## config.mk

```make
export PLATFORM = sky130hd
export DESIGN_NAME = blk_lock_xbar
export DESIGN_NICKNAME = d
export VERILOG_FILES = /design/src/rtl/blk_lock_pkg.sv /design/src/rtl/lock_table.sv /design/src/rtl/route_matrix.sv /design/src/rtl/blk_lock_xbar.sv
export SDC_FILE = /design/constraint.sdc
export NUM_CORES = 1
export LEC_CHECK = 0
export ABC_AREA = 1
export BUFFER_PORTS_ARGS = -buffer_cell sky130_fd_sc_hd__buf_2
export CAP_MARGIN = 40
export CORE_AREA = 5 5 396 398
export CTS_CLUSTER_DIAMETER = 120
export DETAILED_ROUTE_END_ITERATION = 12
export DIE_AREA = 0 0 401 403
export GPL_TIMING_DRIVEN = 0
export PLACE_DENSITY = 0.3
export SETUP_SLACK_MARGIN = 0.02
export SLEW_MARGIN = 10
export SYNTH_ARGS = -nofsm -noshare
export SYNTH_HDL_FRONTEND = slang
export SYNTH_SLANG_ARGS = --single-unit
```

## constraint.sdc

```tcl
create_clock -name clk -period 5.8 [get_ports clk]
set_input_delay 1.45 -clock clk [delete_from_list [all_inputs] [get_ports clk]]
set_output_delay 1.45 -clock clk [all_outputs]
set_load 0.1 [all_outputs]
```

## src/rtl/blk_lock_pkg.sv

```systemverilog
package blk_lock_pkg;
  localparam int NBLK   = 8;
  localparam int SEL_W  = 3;
  localparam int WORD_W = 16;
  localparam int ADDR_W = SEL_W + WORD_W;

  typedef enum logic [1:0] {
    OP_IDLE = 2'b00,
    OP_TEST = 2'b01,
    OP_FREE = 2'b10,
    OP_ACC  = 2'b11
  } op_e;

  function automatic logic [SEL_W-1:0] blk_of(input logic [ADDR_W-1:0] a);
    return a[ADDR_W-1:WORD_W];
  endfunction

  function automatic logic [WORD_W-1:0] word_of(input logic [ADDR_W-1:0] a);
    return a[WORD_W-1:0];
  endfunction
endpackage

```

## src/rtl/lock_table.sv

```systemverilog
module lock_table
  import blk_lock_pkg::*;
#(
  parameter int N_UNITS = 4,
  localparam int IW = (N_UNITS > 1) ? $clog2(N_UNITS) : 1
) (
  input  logic                          clk,
  input  logic                          rst_n,
  input  logic [N_UNITS-1:0][1:0]       op,
  input  logic [N_UNITS-1:0][SEL_W-1:0] blk,
  output logic [NBLK-1:0]               locked_o,
  output logic [NBLK-1:0][IW-1:0]       owner_o,
  output logic [N_UNITS-1:0]            grant_q,
  output logic [N_UNITS-1:0]            busy_q
);
  // lowest set bit of a request vector
  function automatic logic [N_UNITS-1:0] iso_lowest(input logic [N_UNITS-1:0] v);
    return v & (~v + 1'b1);
  endfunction

  function automatic logic [IW-1:0] idx_of(input logic [N_UNITS-1:0] onehot);
    logic [IW-1:0] r;
    r = '0;
    for (int i = 0; i < N_UNITS; i++) if (onehot[i]) r = IW'(i);
    return r;
  endfunction

  logic [NBLK-1:0]               locked_q;
  logic [NBLK-1:0][IW-1:0]       owner_q;
  logic [NBLK-1:0][N_UNITS-1:0]  req, win;
  logic [NBLK-1:0]               rel_hit;
  logic [N_UNITS-1:0]            grant_d, busy_d;

  always_comb begin
    for (int b = 0; b < NBLK; b++) begin
      for (int u = 0; u < N_UNITS; u++)
        req[b][u] = (op[u] == OP_TEST) && (blk[u] == SEL_W'(b));
      win[b]     = iso_lowest(req[b]);
      rel_hit[b] = locked_q[b] && (op[owner_q[b]] == OP_FREE) &&
                   (blk[owner_q[b]] == SEL_W'(b));
    end
    for (int u = 0; u < N_UNITS; u++) begin
      logic ok;
      ok = (!locked_q[blk[u]] && win[blk[u]][u]) ||
           (locked_q[blk[u]] && owner_q[blk[u]] == IW'(u));
      grant_d[u] = (op[u] == OP_TEST) && ok;
      busy_d[u]  = (op[u] == OP_TEST) && !ok;
    end
  end

  for (genvar b = 0; b < NBLK; b++) begin : g_blk
    always_ff @(posedge clk or negedge rst_n) begin
      if (!rst_n) begin
        locked_q[b] <= 1'b0;
        owner_q[b]  <= '0;
      end else if (!locked_q[b] && |req[b]) begin
        locked_q[b] <= 1'b1;
        owner_q[b]  <= idx_of(win[b]);
      end else if (rel_hit[b]) begin
        locked_q[b] <= 1'b0;
      end
    end

    a_r3_held_stays: assert property (@(posedge clk) disable iff (!rst_n)
      (locked_q[b] && !rel_hit[b]) |=> (locked_q[b] && $stable(owner_q[b])));
    a_r7_free_by_owner: assert property (@(posedge clk) disable iff (!rst_n)
      $fell(locked_q[b]) |-> $past(rel_hit[b]));
  end

  always_ff @(posedge clk or negedge rst_n) begin
    if (!rst_n) begin
      grant_q <= '0;
      busy_q  <= '0;
    end else begin
      grant_q <= grant_d;
      busy_q  <= busy_d;
    end
  end

  for (genvar u = 0; u < N_UNITS; u++) begin : g_resp_chk
    a_r4_one_answer: assert property (@(posedge clk) disable iff (!rst_n)
      !(grant_q[u] && busy_q[u]));
    a_r4_answer_after_test: assert property (@(posedge clk) disable iff (!rst_n)
      (grant_q[u] || busy_q[u]) |-> ($past(op[u]) == OP_TEST));
  end

  assign locked_o = locked_q;
  assign owner_o  = owner_q;
endmodule

```

## src/rtl/route_matrix.sv

```systemverilog
module route_matrix
  import blk_lock_pkg::*;
#(
  parameter int N_UNITS = 4,
  parameter int DATA_W  = 32,
  localparam int IW = (N_UNITS > 1) ? $clog2(N_UNITS) : 1
) (
  input  logic [N_UNITS-1:0][1:0]        op,
  input  logic [N_UNITS-1:0][ADDR_W-1:0] addr,
  input  logic [N_UNITS-1:0]             we,
  input  logic [N_UNITS-1:0][DATA_W-1:0] wdata,
  input  logic [NBLK-1:0]                locked,
  input  logic [NBLK-1:0][IW-1:0]        owner,
  input  logic [NBLK-1:0][DATA_W-1:0]    m_rdata,
  output logic [NBLK-1:0]                m_en,
  output logic [NBLK-1:0]                m_we,
  output logic [NBLK-1:0][WORD_W-1:0]    m_addr,
  output logic [NBLK-1:0][DATA_W-1:0]    m_wdata,
  output logic [N_UNITS-1:0][DATA_W-1:0] u_rdata,
  output logic [N_UNITS-1:0]             u_blocked
);
  always_comb begin
    for (int b = 0; b < NBLK; b++) begin
      logic hit;
      hit        = locked[b] && (op[owner[b]] == OP_ACC) &&
                   (blk_of(addr[owner[b]]) == SEL_W'(b));
      m_en[b]    = hit;
      m_we[b]    = hit && we[owner[b]];
      m_addr[b]  = hit ? word_of(addr[owner[b]]) : '0;
      m_wdata[b] = hit ? wdata[owner[b]] : '0;
    end
    for (int u = 0; u < N_UNITS; u++) begin
      logic [SEL_W-1:0] s;
      logic has, acc;
      s            = blk_of(addr[u]);
      acc          = (op[u] == OP_ACC);
      has          = locked[s] && (owner[s] == IW'(u));
      u_blocked[u] = acc && !has;
      u_rdata[u]   = (acc && has) ? m_rdata[s] : '0;
    end
  end
endmodule

```

## src/rtl/blk_lock_xbar.sv

```systemverilog
module blk_lock_xbar
  import blk_lock_pkg::*;
#(
  parameter int N_UNITS = 4,
  parameter int DATA_W  = 32,
  localparam int IW = (N_UNITS > 1) ? $clog2(N_UNITS) : 1
) (
  input  logic                        clk,
  input  logic                        rst_n,
  input  logic [2*N_UNITS-1:0]        u_op,
  input  logic [ADDR_W*N_UNITS-1:0]   u_addr,
  input  logic [N_UNITS-1:0]          u_we,
  input  logic [DATA_W*N_UNITS-1:0]   u_wdata,
  output logic [N_UNITS-1:0]          u_grant,
  output logic [N_UNITS-1:0]          u_busy,
  output logic [N_UNITS-1:0]          u_blocked,
  output logic [DATA_W*N_UNITS-1:0]   u_rdata,
  output logic [NBLK-1:0]             m_en,
  output logic [NBLK-1:0]             m_we,
  output logic [WORD_W*NBLK-1:0]      m_addr,
  output logic [DATA_W*NBLK-1:0]      m_wdata,
  input  logic [DATA_W*NBLK-1:0]      m_rdata
);
  logic [N_UNITS-1:0][1:0]        op;
  logic [N_UNITS-1:0][ADDR_W-1:0] addr;
  logic [N_UNITS-1:0][SEL_W-1:0]  blk;
  logic [N_UNITS-1:0][DATA_W-1:0] wdata, rdata;
  logic [NBLK-1:0][DATA_W-1:0]    mrd, mwd;
  logic [NBLK-1:0][WORD_W-1:0]    mad;
  logic [NBLK-1:0]                locked;
  logic [NBLK-1:0][IW-1:0]        owner;

  for (genvar u = 0; u < N_UNITS; u++) begin : g_unit
    assign op[u]    = u_op[2*u +: 2];
    assign addr[u]  = u_addr[ADDR_W*u +: ADDR_W];
    assign blk[u]   = blk_of(addr[u]);
    assign wdata[u] = u_wdata[DATA_W*u +: DATA_W];
    assign u_rdata[DATA_W*u +: DATA_W] = rdata[u];

    a_r9_refused_no_enable: assert property (@(posedge clk) disable iff (!rst_n)
      u_blocked[u] |-> !(m_en[blk[u]] && owner[blk[u]] == IW'(u)));
  end

  for (genvar b = 0; b < NBLK; b++) begin : g_port
    assign mrd[b] = m_rdata[DATA_W*b +: DATA_W];
    assign m_addr[WORD_W*b +: WORD_W]  = mad[b];
    assign m_wdata[DATA_W*b +: DATA_W] = mwd[b];

    a_r8_enable_needs_lock: assert property (@(posedge clk) disable iff (!rst_n)
      m_en[b] |-> locked[b]);
  end

  lock_table #(.N_UNITS(N_UNITS)) u_table (
    .clk(clk), .rst_n(rst_n), .op(op), .blk(blk),
    .locked_o(locked), .owner_o(owner),
    .grant_q(u_grant), .busy_q(u_busy)
  );

  route_matrix #(.N_UNITS(N_UNITS), .DATA_W(DATA_W)) u_route (
    .op(op), .addr(addr), .we(u_we), .wdata(wdata),
    .locked(locked), .owner(owner), .m_rdata(mrd),
    .m_en(m_en), .m_we(m_we), .m_addr(mad), .m_wdata(mwd),
    .u_rdata(rdata), .u_blocked(u_blocked)
  );
endmodule

```

* Yosys cells after proc, flatten, opt, wreduce, memory -nomap -nowiden *
Index checks and enable logic that the tools add are counted.

cells by class
  bitwise gates (word level) = 16
  eq/ne operators = 69
  reduce and logical (&&, ||, !) cells = 151
  multiplexer cells = 172
  $add $sub $neg = 8
  $lt $le $gt $ge = 12

operators by type and width
  cell                                                         number
  2-to-1 mux 32 bit                                            24
  binary-select mux 32 bit (select 2 bit)                      8
  binary-select mux 32 bit (select 3 bit)                      4
  binary-select mux 19 bit (select 2 bit)                      8
  2-to-1 mux 19 bit                                            8
  2-to-1 mux 16 bit                                            8
  logical AND 1 bit                                            104
  equality test 3 bit (second input constant)                  24
  2-to-1 mux 2 bit                                             29
  binary-select mux 3 bit (select 2 bit)                       8
  binary-select mux 4 bit (select 3 bit)                       4
  equality test 2 bit (second input constant)                  22
  2-to-1 mux 1 bit                                             37
  equality test 3 x 2 -> 1 bit (second input constant)         12
  adder 4 x 1 -> 4 bit (second input constant)                 8
  bitwise AND 4 bit                                            8
  binary-select mux 2 bit (select 2 bit)                       8
  inverter 4 bit                                               8
  OR reduction 4 bit                                           8
  2-to-1 mux 3 bit                                             9
  binary-select mux 2 bit (select 3 bit)                       4
  less-than comparator 2 x 3 -> 1 bit (second input constant)  8
  logical NOT 1 bit                                            20
  equality test 3 x 1 -> 1 bit (second input constant)         6
  9 further kinds                                              41

word-level totals
  flip-flop bits (word level) = 32
  output and inout bits = 540
  input port bits = 474
  word-level logic and storage cells = 446

* Logic depth before layout (Yosys ltp) *
  word-level depth = 11
  mapped depth = 13
  mapped depth without buffers = 12

* Hierarchy *
A second synthesis with hierarchy kept.

second synthesis, totals
  cells, all modules = 5634
  area, all modules = 27156.0 sq um

by module, submodules not included
  module        area an instance (sq um)  instances  cells an instance
  route_matrix  24149.4                   1          5126
  lock_table    3006.6                    1          508

* Worst setup path before layout *
Ideal clock, no wire load.

  path type = in2out
  start = input u_addr[54]
  end = output m_addr[70]
  arrival = 4663 ps
  required time = 4350 ps
  stages = 9
  setup slack = -313 ps
  path through = buf_4 nor2_8 nand3_1 o21ai_0 o211ai_1 nand2_1 nand3_2 clkbuf_1 a221oi_1

on the way
  longest elaborated chain between the ends = 5

RTL lines
  what                                     line                 RTL
  start, declared                          blk_lock_xbar.sv:11  input logic [ADDR_W*N_UNITS-1:0] u_addr,
  binary-select mux 19 bit (select 2 bit)  route_matrix.sv:26   (blk_of(addr[owner[b]]) == SEL_W'(b));
  2-to-1 mux 19 bit (not written as such)  route_matrix.sv:26
  equality test 3 bit                      route_matrix.sv:26
  logical AND 1 bit                        route_matrix.sv:25   hit = locked[b] && (op[owner[b]] == OP_ACC) &&
  2-to-1 mux 16 bit                        route_matrix.sv:29   m_addr[b] = hit ? word_of(addr[owner[b]]) : '0;
  end, declared                            blk_lock_xbar.sv:20  output logic [WORD_W*NBLK-1:0] m_addr,

Every way passes these cells. The select of a mux whose other input is x is not followed.

* Worst setup path in the final report *
  start = input u_addr[54]
  end = output m_wdata[39]

on the way
  longest elaborated chain between the ends = 5

RTL lines
  what                                     line                 RTL
  binary-select mux 19 bit (select 2 bit)  route_matrix.sv:26
  2-to-1 mux 19 bit (not written as such)  route_matrix.sv:26
  equality test 3 x 1 -> 1 bit             route_matrix.sv:26
  logical AND 1 bit                        route_matrix.sv:25
  2-to-1 mux 32 bit                        route_matrix.sv:30   m_wdata[b] = hit ? wdata[owner[b]] : '0;
  end, declared                            blk_lock_xbar.sv:21  output logic [DATA_W*NBLK-1:0] m_wdata,

Every way passes these cells. The select of a mux whose other input is x is not followed.

==> run summary <==
Wire length of the first global-routing pass - 355,000 um
Final Wtd Congestion - 0.982
Growth of design area from synthesis to finish - 42.0%
Setup violations, final - 17
PwrDens - 477 nW/um2
Count of TritonRoute iterations in the first routing pass - 8
Vias per std cell - 5.89
Horiz. Die Dim - 401 um
Die Height - 403 um
Final slew viol count - 0
Cell with the most instances after synthesis - nand2_1
Worst-case headroom to the max-slew limit - 30.7%
Detailed placer's ending HPWL - 213,000 um
Buffers on Ports - 809
Distinct cells, synth - 50
Source of the worst hold timing path - u_table.owner_o[5]
CP arrival - 4.41 ns
Number of DRC markers after the initial detailed-route iteration - 5,951
Total of fill cells in the finished design - 18,005
Capturing element type of the critical path - primary output
I/O pin cnt - 1,014
Worst hold stages - 2
Area of the multi-input gates - 19,500 um2
Count of max-cap constraint violations - 0
Hold violation total from the final report - 0
Proportion of register bits with asynchronous set or reset after synthesis - 100%
Max VDD drop - 317 uV
Part of the Yosys area used for sequential elements - 3.61%
Number of placed instances with taps included - 6,899
Non-Filler Cell Area, Final - 31,500 um2
Capture instance of the worst register-to-register path - u_table.owner_o[14]
Total clock sinks - 32
Number of H-tree levels - 2
Max Fclk - 171 MHz
DRC violation count after routing - 0
Wirelength per Cell - 38.6 um
Leakage power summed over all cells - 13.2 nW
PnR worst setup slack - -0.0631 ns
Via count of the first global-routing pass - 38,471
Largest area contributor in the netlist - o22ai_1
Class of the tightest hold or removal check - flop to flop
Clock-pin slew on the worst setup and hold paths - 0.06 ns
Top cells by instance count after synthesis - nand2_1, o22ai_1, a21oi_1
Floorplan Core Area - 153,000 um2
Area of the mapped netlist - 22,200 um2
Portion of synthesized cell area occupied by the leading cell type - 21.5%
Total negative setup slack - -0.395 ns
Area after detailed placement - 30,700 um2
Maximum fanout count along the critical path - 10
Maximum number of pins on one net before global-route repair - 23
R2R setup slack - 3.38 ns
Min Tclk post-route - 5.86 ns
Share of the clock period used by the worst path - 101%
Synth warnings - 0
Number of buffers on the longest clock path - 2
Root buffer selected by CTS - clkbuf_16
Result of the run - complete, but fails checks
Number of standard-cell rows in the floorplan - 144
Antenna violation net count after detailed routing - 0
Crit Reg-Reg Startpoint - u_table.owner_o[14]
Crit Path Category - primary input to primary output
End point of the worst hold path - u_table.owner_o[5]
Residual overflow from global routing - 0
Area taken by flip-flops and latches - 801 um2
CP startpoint kind - primary input
Worst reg2reg path depth - 6
Initial standard-cell utilization of the core - 14.5%
Total global-route track usage - 30.9%
Worst skew pair latency - 0.30 ns
Clock tree from TritonCTS - yes
Syn avg cell area - 5.59 um2
Number of enable-type register cells in the synthesized netlist - 0
Share of cells above drive strength 1 - 30.4%
Routed Wire Length - 269,000 um
Leading post-synthesis cells by cell area - o22ai_1, nand2_1, a21oi_1, a221oi_2, o21ai_0
Synthesized Nets - 4,443
Initial antenna violation count - 105
Cell count after synthesis - 3,969
Die Footprint - 162,000 um2
CTS Buf Count - 5
Most used flip-flop cell after synthesis - dfrtp_1
Critical path data required time - 4.35 ns
Total number of vias - 41,099
Maximum clock skew at final layout - 0.0111 ns
Nets - 5,343
Number of synthesized register bits - 32
Final standard cell count with taps included and fillers excluded - 6,974
Pin slew with the least headroom to its limit - 1.04 ns
Failing checks - setup timing
==> layout make-up <==
| cell class | count | share of cell area, % |
|---|---|---|
| Timing Repair Buffer | 893 | 16.7 |
| Buffer | 636 | 8.70 |
| Multi-Input combinational cell | 3199 | 61.8 |
| Clock buffer | 5 | 0.397 |
| Inverter | 102 | 1.24 |
| Tap cell | 2044 | 8.12 |
| Sequential cell | 32 | 2.54 |
| Antenna cell | 60 | 0.477 |
| Clock inverter | 3 | 0.0596 |
==> through the flow <==
step / setup WS (ns) / util (%) / power, mW / hold slack [ns]
6_report: -0.0631 / 20.6 / 15.0 / 0.601
5_1_grt: -0.0200 / 20.6 / 15.3 / 0.613
4_1_cts: 0.0205 / 20.3 / 14.4 / 0.597
3_5_place_dp: -0.491 / 20.1 / 14.0 / 0.574
3_3_place_gp: -0.655 / 19.4 / 13.5 / 0.576
2_1_floorplan: -0.313 / - / 8.60 / 0.484
==> report_power, final <==
part / leakage [nW] / total (mW) / switching (mW) / internal (mW)
clock: 0.0739 / 0.290 / 0.131 / 0.159
combinational: 12.8 / 14.3 / 11.5 / 2.85
sequential: 0.365 / 0.424 / 0.119 / 0.306
total: 13.2 / 15.0 / 11.7 / 3.31
==> flip-flops by register name, indices dropped and copies added, names as in the netlist <==
signal,cells
u_table.busy_q,4
u_table.grant_q,4
u_table.locked_o,8
u_table.owner_o,16
==> logic make-up (layout without fill, tap and decap cells) <==
logic type | count (synthesis) | after routing | synth area share, %
compound gates | 1998 | 1998 | 58.9
simple gates | 1201 | 1201 | 23.5
buf+inv | 738 | 1639 | 14.0
flops | 32 | 32 | 3.61
other cells | 0 | 60 | 0
==> cells in the final DEF, fill, tap and decap left out, types with 6 or more instances in the layout <==
master,count
a221oi_2,221
o221ai_1,8
nand4_1,21
a21oi_1,581
buf_8,31
buf_1,220
buf_6,61
nand2_1,792
nor3_2,97
nand3_1,50
buf_2,842
clkbuf_2,10
nor2_2,11
clkbuf_4,32
dfrtp_1,32
o22ai_1,762
buf_4,62
clkbuf_1,269
a22oi_1,13
nor2_1,195
a32oi_1,6
a221oi_4,9
inv_1,79
diode_2,60
a211oi_2,45
o21ai_0,309
inv_2,19
o2111ai_1,6
a221oi_1,20
==> repair_timing <==
action                                  in CTS  in global routing
gates resized for setup                     52                 63
endpoints found under the setup margin     150                 91
hold endpoints to repair                     0                  0
setup buffers                                3                  4
pin swaps                                    1                  2
hold buffers                                 0                  0
==> worst max-delay path by stage <==
stage / startpoint / depth (start not counted) / to / slack, ns
final: u_addr[54] / 11 / m_wdata[39] / -0.06
after global routing: u_addr[17] / 11 / m_addr[57] / -0.02
after CTS: u_addr[16] / 10 / u_rdata[10] / 0.02
after detailed placement: u_addr[56] / 10 / m_addr[57] / -0.49
after global placement: u_addr[18] / 10 / m_we[4] / -0.65
after floorplan: u_addr[54] / 9 / m_addr[70] / -0.31
==> critical path: stages <==
cell and delay [ns]:
buf_2 0.20, inv_1 0.12, nor2_2 0.29, inv_1 0.11, nor2_1 0.17, o22ai_1 0.11
nor2_1 0.16, nand3_1 0.47, buf_2 0.45, nor3_2 0.35, buf_2 0.50
==> metal layers <==
layer	wire length (um)	vias to the layer above	global-route usage (%)
met5	102	-	0
met4	15100	14	14.8
met3	27700	589	8.60
met2	116000	3076	47.1
met1	111000	20679	40.1
li1	-	16741	-
Note: power is estimated with default switching activity, not from simulation.
